[src/rtl/silmute_pkg.sv]
// Shared definitions for the long-silence mute detector.
// Assumes a two-channel audio path, left at index 0 and right at index 1.
package silmute_pkg;
    localparam int unsigned CH_LEFT  = 0;
    localparam int unsigned CH_RIGHT = 1;
    localparam int unsigned NUM_CH   = 2;

    // One flag per kind of silence; any set flag qualifies the period.
    typedef struct packed {
        logic both_zero;   // both samples zero
        logic sel_zero;    // every routed channel is zero
        logic none_sel;    // routing selects no channel
        logic att_zero;    // both attenuation counters zero
    } cond_t;
endpackage

[src/rtl/silmute_zero_det.sv]
// Flags one sample as zero when every bit is clear.
// Assumes: the sample is stable in the strobe cycle. Purely combinational.
module silmute_zero_det #(
    parameter int unsigned SAMPLE_W = 16
) (
    input  logic [SAMPLE_W-1:0] sample,
    output logic                is_zero
);
    // Reduce all bits; a single set bit makes the sample non-zero.
    always_comb begin
        is_zero = ~|sample;
    end
endmodule

[src/rtl/silmute_qualify.sv]
// Combines the four silence conditions into one qualify bit.
// Assumes: per-channel inputs are indexed with the package channel indices.
module silmute_qualify
    import silmute_pkg::*;
(
    input  logic [NUM_CH-1:0] ch_zero,
    input  logic [NUM_CH-1:0] ch_sel,
    input  logic [NUM_CH-1:0] ch_att_zero,
    output logic              qual
);
    cond_t cond;

    // Evaluate each condition separately, then OR them together.
    always_comb begin
        cond.both_zero = &ch_zero;
        cond.sel_zero  = (|ch_sel) && (&(ch_zero | ~ch_sel));
        cond.none_sel  = ~|ch_sel;
        cond.att_zero  = &ch_att_zero;
        qual           = |cond;
    end
endmodule

[src/rtl/silmute_init_seq.sv]
// Counts the initialization strobes that follow reset.
// Assumes: INIT_STROBES is small. init_done stays high until the next reset.
module silmute_init_seq #(
    parameter int unsigned INIT_STROBES = 8
) (
    input  logic clk,
    input  logic rst_n,
    input  logic stb,
    output logic init_done
);
    localparam int unsigned CW = $clog2(INIT_STROBES + 2);
    localparam logic [CW-1:0] LAST = CW'(INIT_STROBES);

    logic [CW-1:0] cnt;

    // Advance once per strobe until the initialization phase is complete.
    always_ff @(posedge clk) begin
        if (!rst_n) begin
            cnt <= '0;
        end else if (stb && (cnt != LAST)) begin
            cnt <= cnt + 1'b1;
        end
    end

    // Initialization is over once the full count has been reached.
    always_comb begin
        init_done = (cnt == LAST);
    end
endmodule

[src/rtl/silmute_hold_ctr.sv]
// Saturating counter of consecutive silent data strobes.
// Assumes: eval pulses only on data strobes. hit marks the strobe that
// completes 2^HOLD_LOG2 silent periods, and every later silent strobe.
module silmute_hold_ctr #(
    parameter int unsigned HOLD_LOG2 = 14
) (
    input  logic clk,
    input  logic rst_n,
    input  logic eval,
    input  logic qual,
    output logic hit
);
    localparam logic [HOLD_LOG2-1:0] FULL = {HOLD_LOG2{1'b1}};

    logic [HOLD_LOG2-1:0] cnt;

    // Count silent strobes and saturate; clear on any non-silent strobe.
    always_ff @(posedge clk) begin
        if (!rst_n) begin
            cnt <= '0;
        end else if (eval) begin
            if (!qual) begin
                cnt <= '0;
            end else if (cnt != FULL) begin
                cnt <= cnt + 1'b1;
            end
        end
    end

    // The current strobe completes the run when the count is already full.
    always_comb begin
        hit = qual && (cnt == FULL);
    end
endmodule

[src/rtl/silmute_detector.sv]
// Top of the long-silence mute detector.
// Raises mute_o after 2^HOLD_LOG2 consecutive silent sample periods, and
// holds it high from reset through INIT_STROBES initialization strobes.
// Assumes: smp_stb is one cycle wide, and all inputs are valid in that cycle.
module silmute_detector
    import silmute_pkg::*;
#(
    parameter int unsigned SAMPLE_W     = 16,
    parameter int unsigned HOLD_LOG2    = 14,
    parameter int unsigned INIT_STROBES = 8
) (
    input  logic                clk,
    input  logic                rst_n,
    input  logic                smp_stb,
    input  logic [SAMPLE_W-1:0] smp_left,
    input  logic [SAMPLE_W-1:0] smp_right,
    input  logic                sel_left,
    input  logic                sel_right,
    input  logic                att_zero_left,
    input  logic                att_zero_right,
    output logic                mute_o
);
    logic [SAMPLE_W-1:0] samples [NUM_CH];
    logic [NUM_CH-1:0]   ch_zero;
    logic [NUM_CH-1:0]   ch_sel;
    logic [NUM_CH-1:0]   ch_att_zero;
    logic                qual;
    logic                init_done;
    logic                eval;
    logic                hit;

    // Gather the per-channel inputs into arrays indexed by channel.
    always_comb begin
        samples[CH_LEFT]         = smp_left;
        samples[CH_RIGHT]        = smp_right;
        ch_sel[CH_LEFT]          = sel_left;
        ch_sel[CH_RIGHT]         = sel_right;
        ch_att_zero[CH_LEFT]     = att_zero_left;
        ch_att_zero[CH_RIGHT]    = att_zero_right;
    end

    for (genvar ch = 0; ch < NUM_CH; ch++) begin : g_zero
        silmute_zero_det #(.SAMPLE_W(SAMPLE_W)) zero_i (
            .sample  (samples[ch]),
            .is_zero (ch_zero[ch])
        );
    end

    silmute_qualify qual_i (
        .ch_zero     (ch_zero),
        .ch_sel      (ch_sel),
        .ch_att_zero (ch_att_zero),
        .qual        (qual)
    );

    silmute_init_seq #(.INIT_STROBES(INIT_STROBES)) init_i (
        .clk       (clk),
        .rst_n     (rst_n),
        .stb       (smp_stb),
        .init_done (init_done)
    );

    // Only strobes after initialization are data strobes.
    always_comb begin
        eval = smp_stb && init_done;
    end

    silmute_hold_ctr #(.HOLD_LOG2(HOLD_LOG2)) hold_i (
        .clk   (clk),
        .rst_n (rst_n),
        .eval  (eval),
        .qual  (qual),
        .hit   (hit)
    );

    // Mute flop: set by reset, then updated only on data strobes.
    always_ff @(posedge clk) begin
        if (!rst_n) begin
            mute_o <= 1'b1;
        end else if (eval) begin
            mute_o <= hit;
        end
    end
endmodule

[config.mk]
export PLATFORM = sky130hd
export DESIGN_NAME = silmute_detector
export DESIGN_NICKNAME = d
export VERILOG_FILES = /design/src/rtl/silmute_pkg.sv /design/src/rtl/silmute_zero_det.sv /design/src/rtl/silmute_qualify.sv /design/src/rtl/silmute_init_seq.sv /design/src/rtl/silmute_hold_ctr.sv /design/src/rtl/silmute_detector.sv
export SDC_FILE = /design/constraint.sdc
export NUM_CORES = 1
export LEC_CHECK = 0
export ABC_AREA = 1
export BUFFER_PORTS_ARGS = -buffer_cell sky130_fd_sc_hd__buf_4
export CAP_MARGIN = 0
export CELL_PAD_IN_SITES_DETAIL_PLACEMENT = 0
export CELL_PAD_IN_SITES_GLOBAL_PLACEMENT = 1
export CORE_MARGIN = 1
export CORE_UTILIZATION = 31
export DETAILED_ROUTE_END_ITERATION = 10
export GPL_TIMING_DRIVEN = 0
export HOLD_SLACK_MARGIN = 0.08
export PLACE_DENSITY = 0.76
export SLEW_MARGIN = 20
export SYNTH_ARGS = -nofsm -noshare
export SYNTH_HDL_FRONTEND = slang
export SYNTH_SLANG_ARGS = --single-unit
[constraint.sdc]
create_clock -name clk -period 1.5 [get_ports clk]
set_input_delay 0.15 -clock clk [delete_from_list [all_inputs] [get_ports clk]]
set_output_delay 0.15 -clock clk [all_outputs]
set_load 0.1 [all_outputs]
==> metrics.txt, run 1 <==
worst-path cell with the longest stage delay=dfxtp_4; Port Buffers=39; Synth top area share=28.6%; worst hold path startpoint=smp_stb; layout cells sized above 1=40.8%; Post-Place Worst Slack=-0.158 ns; WHS Endpoint=init_i.cnt[2]; Hold WC Path Type=input pin to register; Final Hold Fails=0; top-count cell post-synth=nand2_1; synth cell count leaders=43 x nand2_1, 40 x nor2_1, 21 x a21oi_1; max-cap violations=0; Seq pwr share=between 40% and 50%; Gate Count Post-Synth=206; CTS tree=done; GRT Total Usage=around 16%; failing checks=negative setup slack; DRT Pass-1 Iters=4; gpl congestion=0.832; Placed Cells=between 200 and 300; Post-synth ARST share=0%; Worst Setup Start Kind=register; period utilization=105%; number of clock sinks=19; P_int=~0.0008 W; routed wire length=~3.6 mm; outcome=finished with violations; sequential fraction of the synthesis area=between 20 and 30%; initial antenna violation count=0; Chip Height=around 68 µm; final instance area=roughly 0.0020 mm²; I/O pins=40; Psw=0.000245 W; Synth Flop Type=dfxtp_1; R2R cell count=11; worst r2r src=hold_i.cnt[1]; H-tree depth=1; Required @ worst endpoint=1.65 ns; Max Freq=approximately 640 MHz; Iter 0 DRT Violations=22; worst IR drop on VDD=between 0.0004 and 0.0005 V; Remaining DRCs=0; # rows=23; # setup viols final=13; worst-skew pair later-pin latency=around 0.25 ns; vias=approximately 1500; syn_area_per_cell=between 6 and 7 µm²; Netlist cell types=30; number of global-route vias before repair=~1300; Non-Filler Instances=around 320; hold buffers post-CTS=0; gr ovfl total=0; largest net degree at the start of global routing=12; Routed Antenna Nets=0; unrepaired setup endpoints after global routing=true; Pwr Density=a little over 500 mW/mm²; Reg2Reg Setup Slack=-0.07 ns; total power=between 0.001 and 0.0015 W; worst slew pin tran=0.396 ns; die area=roughly 0.0046 mm²; worst setup margin=-0.0713 ns; Slew Viols, Final=0; relative slew slack=73.6%; P&R area growth vs syn=52.7%; LEAKAGE=around 0.87 nW; sw frac=a little under a quarter; Hold Crit Depth=3; combinational cell fraction of total power=roughly 15%; routed len/inst=around 12 µm; Area contributors post-synth=dfxtp_1 29%, nand2_1 12%, nor2_1 11%; final net count=between 300 and 400; CP peak stage delay=0.36 ns; vias per inst=between 4 and 5; leading area contributor after synthesis=dfxtp_1; first-pass GRT wire length=5.40 mm; syn nets=around 250; Detailed Place HPWL=about 2.5 mm; Antenna Cells=0; Clk network pwr share=35.4%; Area after DPL=about 0.0017 mm²; CP cell instances=ha_4 -> nand2_4 -> inv_2 -> nand2_4 -> nor2_4 -> nand3_4 -> nand2_8 -> nand2_8 -> clkbuf_16 -> a21oi_2 -> nor2_1; Setup CP Type=register to register; post-layout util=50.0%; Arr. time, crit path=around 1.7 ns; Worst Path Max Fanout=6; RR Endpoint=hold_i.cnt[8]; number of synthesized flops with an enable pin=0; clk_skew=approximately 0.00075 ns; crit end category=register; synthesized area=roughly 0.0013 mm²; Core Footprint=just over 0.004 mm²; Initial Utilization=between 30% and 40%; CTS Buf Count=3; clk slew on worst S/H paths=approximately 0.080 ns; post-synthesis register bit count=19; Clock Tree Root=clkbuf_8; min Tclk post-route=roughly 1.6 ns; Yosys Warn Count=0; Clock Tree Buf Depth=2; Die X=approximately 68 µm
[cells by family (layout without fill, tap and decap cells)]
group	Yosys count	after routing	synth area share [%]
compound gates	34	34	14.6
fa+ha+maj	3	3	2.82
simple gates	118	118	40.7
flops	19	19	28.6
buf+inv	25	84	8.65
xor+xnor	7	7	4.61
[worst max-delay path, delay by kind of cell, from the launching register on]
| family | cells | cell delay, ns |
|---|---|---|
| flops | 1 | 0.36 |
| compound gates | 1 | 0.11 |
| fa+ha+maj | 1 | 0.14 |
| simple gates | 7 | 0.62 |
| buf+inv | 2 | 0.23 |
[repair_timing]
action / in CTS / in global routing
gates resized for setup: 8 / 34
pin swaps: 6 / 10
buffers inserted: 8 / 6
cloned: 0 / 2
setup endpoints to repair: 15 / 16
[power by group through the flow]
stage / combinational [W] / clock [W] / sequential, W
after floorplan: 0.0000520 / 0 / 0.000525
after global placement: 0.000140 / 0 / 0.000526
after detailed placement: 0.000140 / 0 / 0.000525
after CTS: 0.000141 / 0.000382 / 0.000510
after global routing: 0.000173 / 0.000408 / 0.000510
final: 0.000153 / 0.000364 / 0.000509
[state kept, by name, summed over array words and instances (netlist names)]
signal	cells
mute_o	1
init_i.cnt	4
hold_i.cnt	14
[layout by cell type (no fill, tap or decap), types with 4 or more instances in the layout]
cell,synthesis,final
inv_1,18,15
dfxtp_1,19,11
buf_4,0,53
a21oi_2,2,7
nand2_4,2,4
nor2_2,1,5
nand2_2,4,10
o211ai_1,4,4
nand3_1,20,20
xor2_1,6,6
a21oi_1,21,16
inv_2,1,4
nor2_1,40,36
nand2_1,43,33
dfxtp_2,0,5
[worst max-delay path by stage]
stage | from | endpoint | slack (ns) | cells after the start
4_1_cts | hold_i.cnt[0] | hold_i.cnt[2] | 0.00007 | 11
3_3_place_gp | hold_i.cnt[0] | hold_i.cnt[2] | -0.16 | 11
5_1_grt | hold_i.cnt[1] | hold_i.cnt[6] | -0.15 | 11
3_5_place_dp | hold_i.cnt[0] | hold_i.cnt[2] | -0.16 | 11
6_report | hold_i.cnt[1] | hold_i.cnt[8] | -0.07 | 11
2_1_floorplan | hold_i.cnt[0] | hold_i.cnt[2] | 0.02 | 11
[per-layer routing]
layer / routed length (µm) / share of wire (%) / global-route usage, % / vias to the layer above
met2: 1670 / 46 / 26.4 / 43
met4: 25 / 0.69 / 6.38 / 0
met3: 260 / 7.2 / 1.52 / 2
li1: - / - / - / 791
met5: 0 / 0 / 0 / -
met1: 1680 / 46 / 20.2 / 630
[layout make-up]
cell class | count | area, µm²
repair buffers | 55 | 452
fillers | 411 | 2030
plain buffers | 5 | 46.3
multi-input cells | 162 | 951
clock buffers | 3 | 41.3
clock inverters | 1 | 5.00
flip-flops and latches | 19 | 398
well taps | 50 | 62.6
inverters | 20 | 75.1
[per-stage QoR]
| stage | TNS, ns | hold slack, ns |
|---|---|---|
| global placement | -1.77 | 0.458 |
| global route | -1.47 | 0.195 |
| floorplan | 0 | 0.318 |
| CTS | 0 | 0.190 |
| finish | -0.383 | 0.199 |
| detailed placement | -1.67 | 0.470 |
(Power assumes the default switching activity.)
==> run 2: changes to the inputs <==
--- a/config.mk
+++ b/config.mk
@@ -11,11 +11,11 @@
 export CELL_PAD_IN_SITES_DETAIL_PLACEMENT = 0
 export CELL_PAD_IN_SITES_GLOBAL_PLACEMENT = 1
 export CORE_MARGIN = 1
-export CORE_UTILIZATION = 31
+export CORE_UTILIZATION = 35
 export DETAILED_ROUTE_END_ITERATION = 10
 export GPL_TIMING_DRIVEN = 0
 export HOLD_SLACK_MARGIN = 0.08
-export PLACE_DENSITY = 0.76
+export PLACE_DENSITY = 0.81
 export SLEW_MARGIN = 20
 export SYNTH_ARGS = -nofsm -noshare
 export SYNTH_HDL_FRONTEND = slang
==> constraint.sdc (replaced) <==
create_clock -name clk -period 1.7 [get_ports clk]
set_input_delay 0.17 -clock clk [delete_from_list [all_inputs] [get_ports clk]]
set_output_delay 0.17 -clock clk [all_outputs]
set_load 0.1 [all_outputs]
==> run 2 against run 1 <==
The flow now finishes without violations. Clock skew is 0.011 ns higher. Sequential share of layout area is 1.9 points higher. First-iteration DRC count is 110% higher. Core utilization is 0.39 points lower. Combinational power is 18% lower. Wire length is 9.0% lower. Via count is 2.8% lower. Critical endpoint is now hold_i.cnt[2]. Fmax is 0.67% lower. Clock power is 11% lower. Cell area is 10% lower. Worst setup slack better by 0.19 ns. Hold slack better by 0.014 ns.
==> metrics.txt, run 2 (synthesis gave the netlist of run 1 again) <==
first-pass GRT wire length=5.82 mm (+7.8%); Detailed Place HPWL=2.47 mm (-1.7%); Seq pwr share=50.1% (+0.5 points); Reg2Reg Setup Slack=0.12 ns (+0.19 ns); vias=1425 (-2.8%); min Tclk post-route=1.58 ns (+0.0105 ns); # rows=22 (-4.3%); CP cell instances=ha_4 -> nand2_2 -> inv_2 -> nand2_2 -> nor2_4 -> nand3_4 -> nand2_4 -> nand2_4 -> buf_8 -> a21oi_2 -> nor2_1; Post-Place Worst Slack=-0.0729 ns (+0.0848 ns); Final Hold Fails=0 (unchanged); CTS Buf Count=3 (unchanged); DRT Pass-1 Iters=4 (unchanged); routed wire length=3.31 mm (-9.0%); relative slew slack=72.5% (-1.1 points); gpl congestion=0.832 (about the same); Initial Utilization=36.3% (+3.6 points); leading cell type in the layout, fill and taps excluded=buf_4; routed len/inst=10.9 µm (-5.7%); largest net degree at the start of global routing=11 (-1); worst-path cell with the longest stage delay=dfxtp_4; Setup CP Type=register to register; Hold WC Path Type=input pin to register; gr ovfl total=0 (unchanged); H-tree depth=1 (unchanged); max reg flops=14 (unchanged); Reg area=390 µm² (-1.9%); Arr. time, crit path=1.73 ns (about the same); worst r2r src=hold_i.cnt[1]; Placed Cells=293 (-0.68%); outcome=complete, no violations; Biggest register=hold_i.cnt; Fillers=396 (-3.6%); I/O pins=40 (unchanged); number of clock sinks=19 (unchanged); GRT Total Usage=18.2% (+2.5 points); max-cap violations=0 (unchanged); worst hold path startpoint=smp_stb; period utilization=93.0% (-12 points); Iter 0 DRT Violations=46 (+110%); clk_skew=0.0113 ns (+0.0106 ns); Core Footprint=0.00366 mm² (-9.8%); crit end category=register; Pwr Density=494 mW/mm² (-2.3%); most frequent cells in the layout=47 x buf_4, 42 x nand2_1, 40 x nor2_1; Worst Path Max Fanout=10 (+4); unrepaired setup endpoints after global routing=false; Largest regs=hold_i.cnt (14), init_i.cnt (4), mute_o (1); clk slew on worst S/H paths=0.08 ns (about the same); Die X=63.6 µm (-5.7%); Chip Height=63.6 µm (-5.7%); Worst Setup Start Kind=register; Required @ worst endpoint=1.84 ns (+0.19 ns); CP peak stage delay=0.37 ns (about the same); Port Buffers=39 (unchanged); hold buffers post-CTS=0 (unchanged); # setup viols final=0 (-13); post-layout util=49.7% (-0.39 points); Max Freq=632 MHz (-0.67%); worst setup margin=0.118 ns (+0.189 ns); Psw=0.000210 W (-14%); LEAKAGE=0.732 nW (-16%); number of global-route vias before repair=1325 (+6.0%); layout cells sized above 1=29.3% (-11 points); P_int=0.000688 W (-12%); Antenna Cells=0 (unchanged); combinational cell fraction of total power=13.9% (-1.0 points); Clock Tree Root=clkbuf_8; worst setup path start=hold_i.cnt[1]; worst slew pin tran=0.413 ns (+0.0166 ns); CTS tree=done; initial antenna violation count=0 (unchanged); Non-Filler Instances=304 (-3.5%); worst-skew pair later-pin latency=0.26 ns (about the same); sw frac=23.4% (-0.45 points); Clock Tree Buf Depth=2 (unchanged); Routed Antenna Nets=0 (unchanged); final net count=299 (-2.9%); Remaining DRCs=0 (unchanged); Clk network pwr share=36.0% (+0.6 points); die area=0.00405 mm² (-11%); area of the multi-input gates=856 µm² (-10%); Slew Viols, Final=0 (unchanged); P&R area growth vs syn=36.7%; worst IR drop on VDD=0.000327 V (-27%); vias per inst=4.69 (+0.72%)
## run 2: cell count changes in the layout (fill, tap and decap cells not counted), sizes merged
cell / change
clkbuf: -1
clkinv: -1
buf: -7
## run 2: layout make-up
class / count / area share [%]
Sequential cell: 19 / 21.5
Multi-Input combinational cell: 162 / 47.1
Inverter: 20 / 4.13
Tap cell: 48 / 3.30
Clock buffer: 4 / 2.48
Buffer: 5 / 2.55
Timing Repair Buffer: 46 / 19.0
## run 2: worst max-delay path, delay by kind of cell (launching register included)
| kind | cells | cell delay, ns |
|---|---|---|
| simple gates | 7 | 0.62 |
| compound gates | 1 | 0.11 |
| buf+inv | 2 | 0.21 |
| flops | 1 | 0.37 |
| fa+ha+maj | 1 | 0.14 |
## run 2: final timing paths
kind                                 endpoint  cells after the start
worst max-delay path            hold_i.cnt[2]                     11
worst min-delay path            init_i.cnt[2]                      3
worst max register to register  hold_i.cnt[2]                     11
worst min register to register  init_i.cnt[3]                      2
## run 2: power by group through the flow
stage	Clock, W	Sequential [W]	Combinational (W)
after floorplan	0	0.000463	0.0000459
after global placement	0	0.000464	0.000123
after detailed placement	0	0.000463	0.000124
after CTS	0.000332	0.000452	0.000124
after global routing	0.000354	0.000451	0.000142
final	0.000324	0.000450	0.000125
## run 2: timing repair
item                                    4_1_cts  5_1_grt
buffers inserted                              0        7
endpoints found under the setup margin       13       15
gates resized for setup                       4       12
pin swaps                                     0        5
## run 2: per-layer routing
layer  global-route usage [%]  up-vias  share of wire, %
li1                         -      770                 -
met1                     24.1      607                49
met2                     30.1       44                44
met3                     3.26        4               6.4
met4                     4.26        0              0.94
met5                        0        -                 0
## run 2: through the flow
stage	setup TNS, ns	area [µm²]	total power [W]	hold slack [ns]
final	0	1820	0.000898	0.213
after global routing	0	1820	0.000947	0.230
after CTS	0	1740	0.000907	0.207
after detailed placement	-0.450	1680	0.000587	0.480
after global placement	-0.564	1680	0.000586	0.470
after floorplan	0	1330	0.000509	0.338
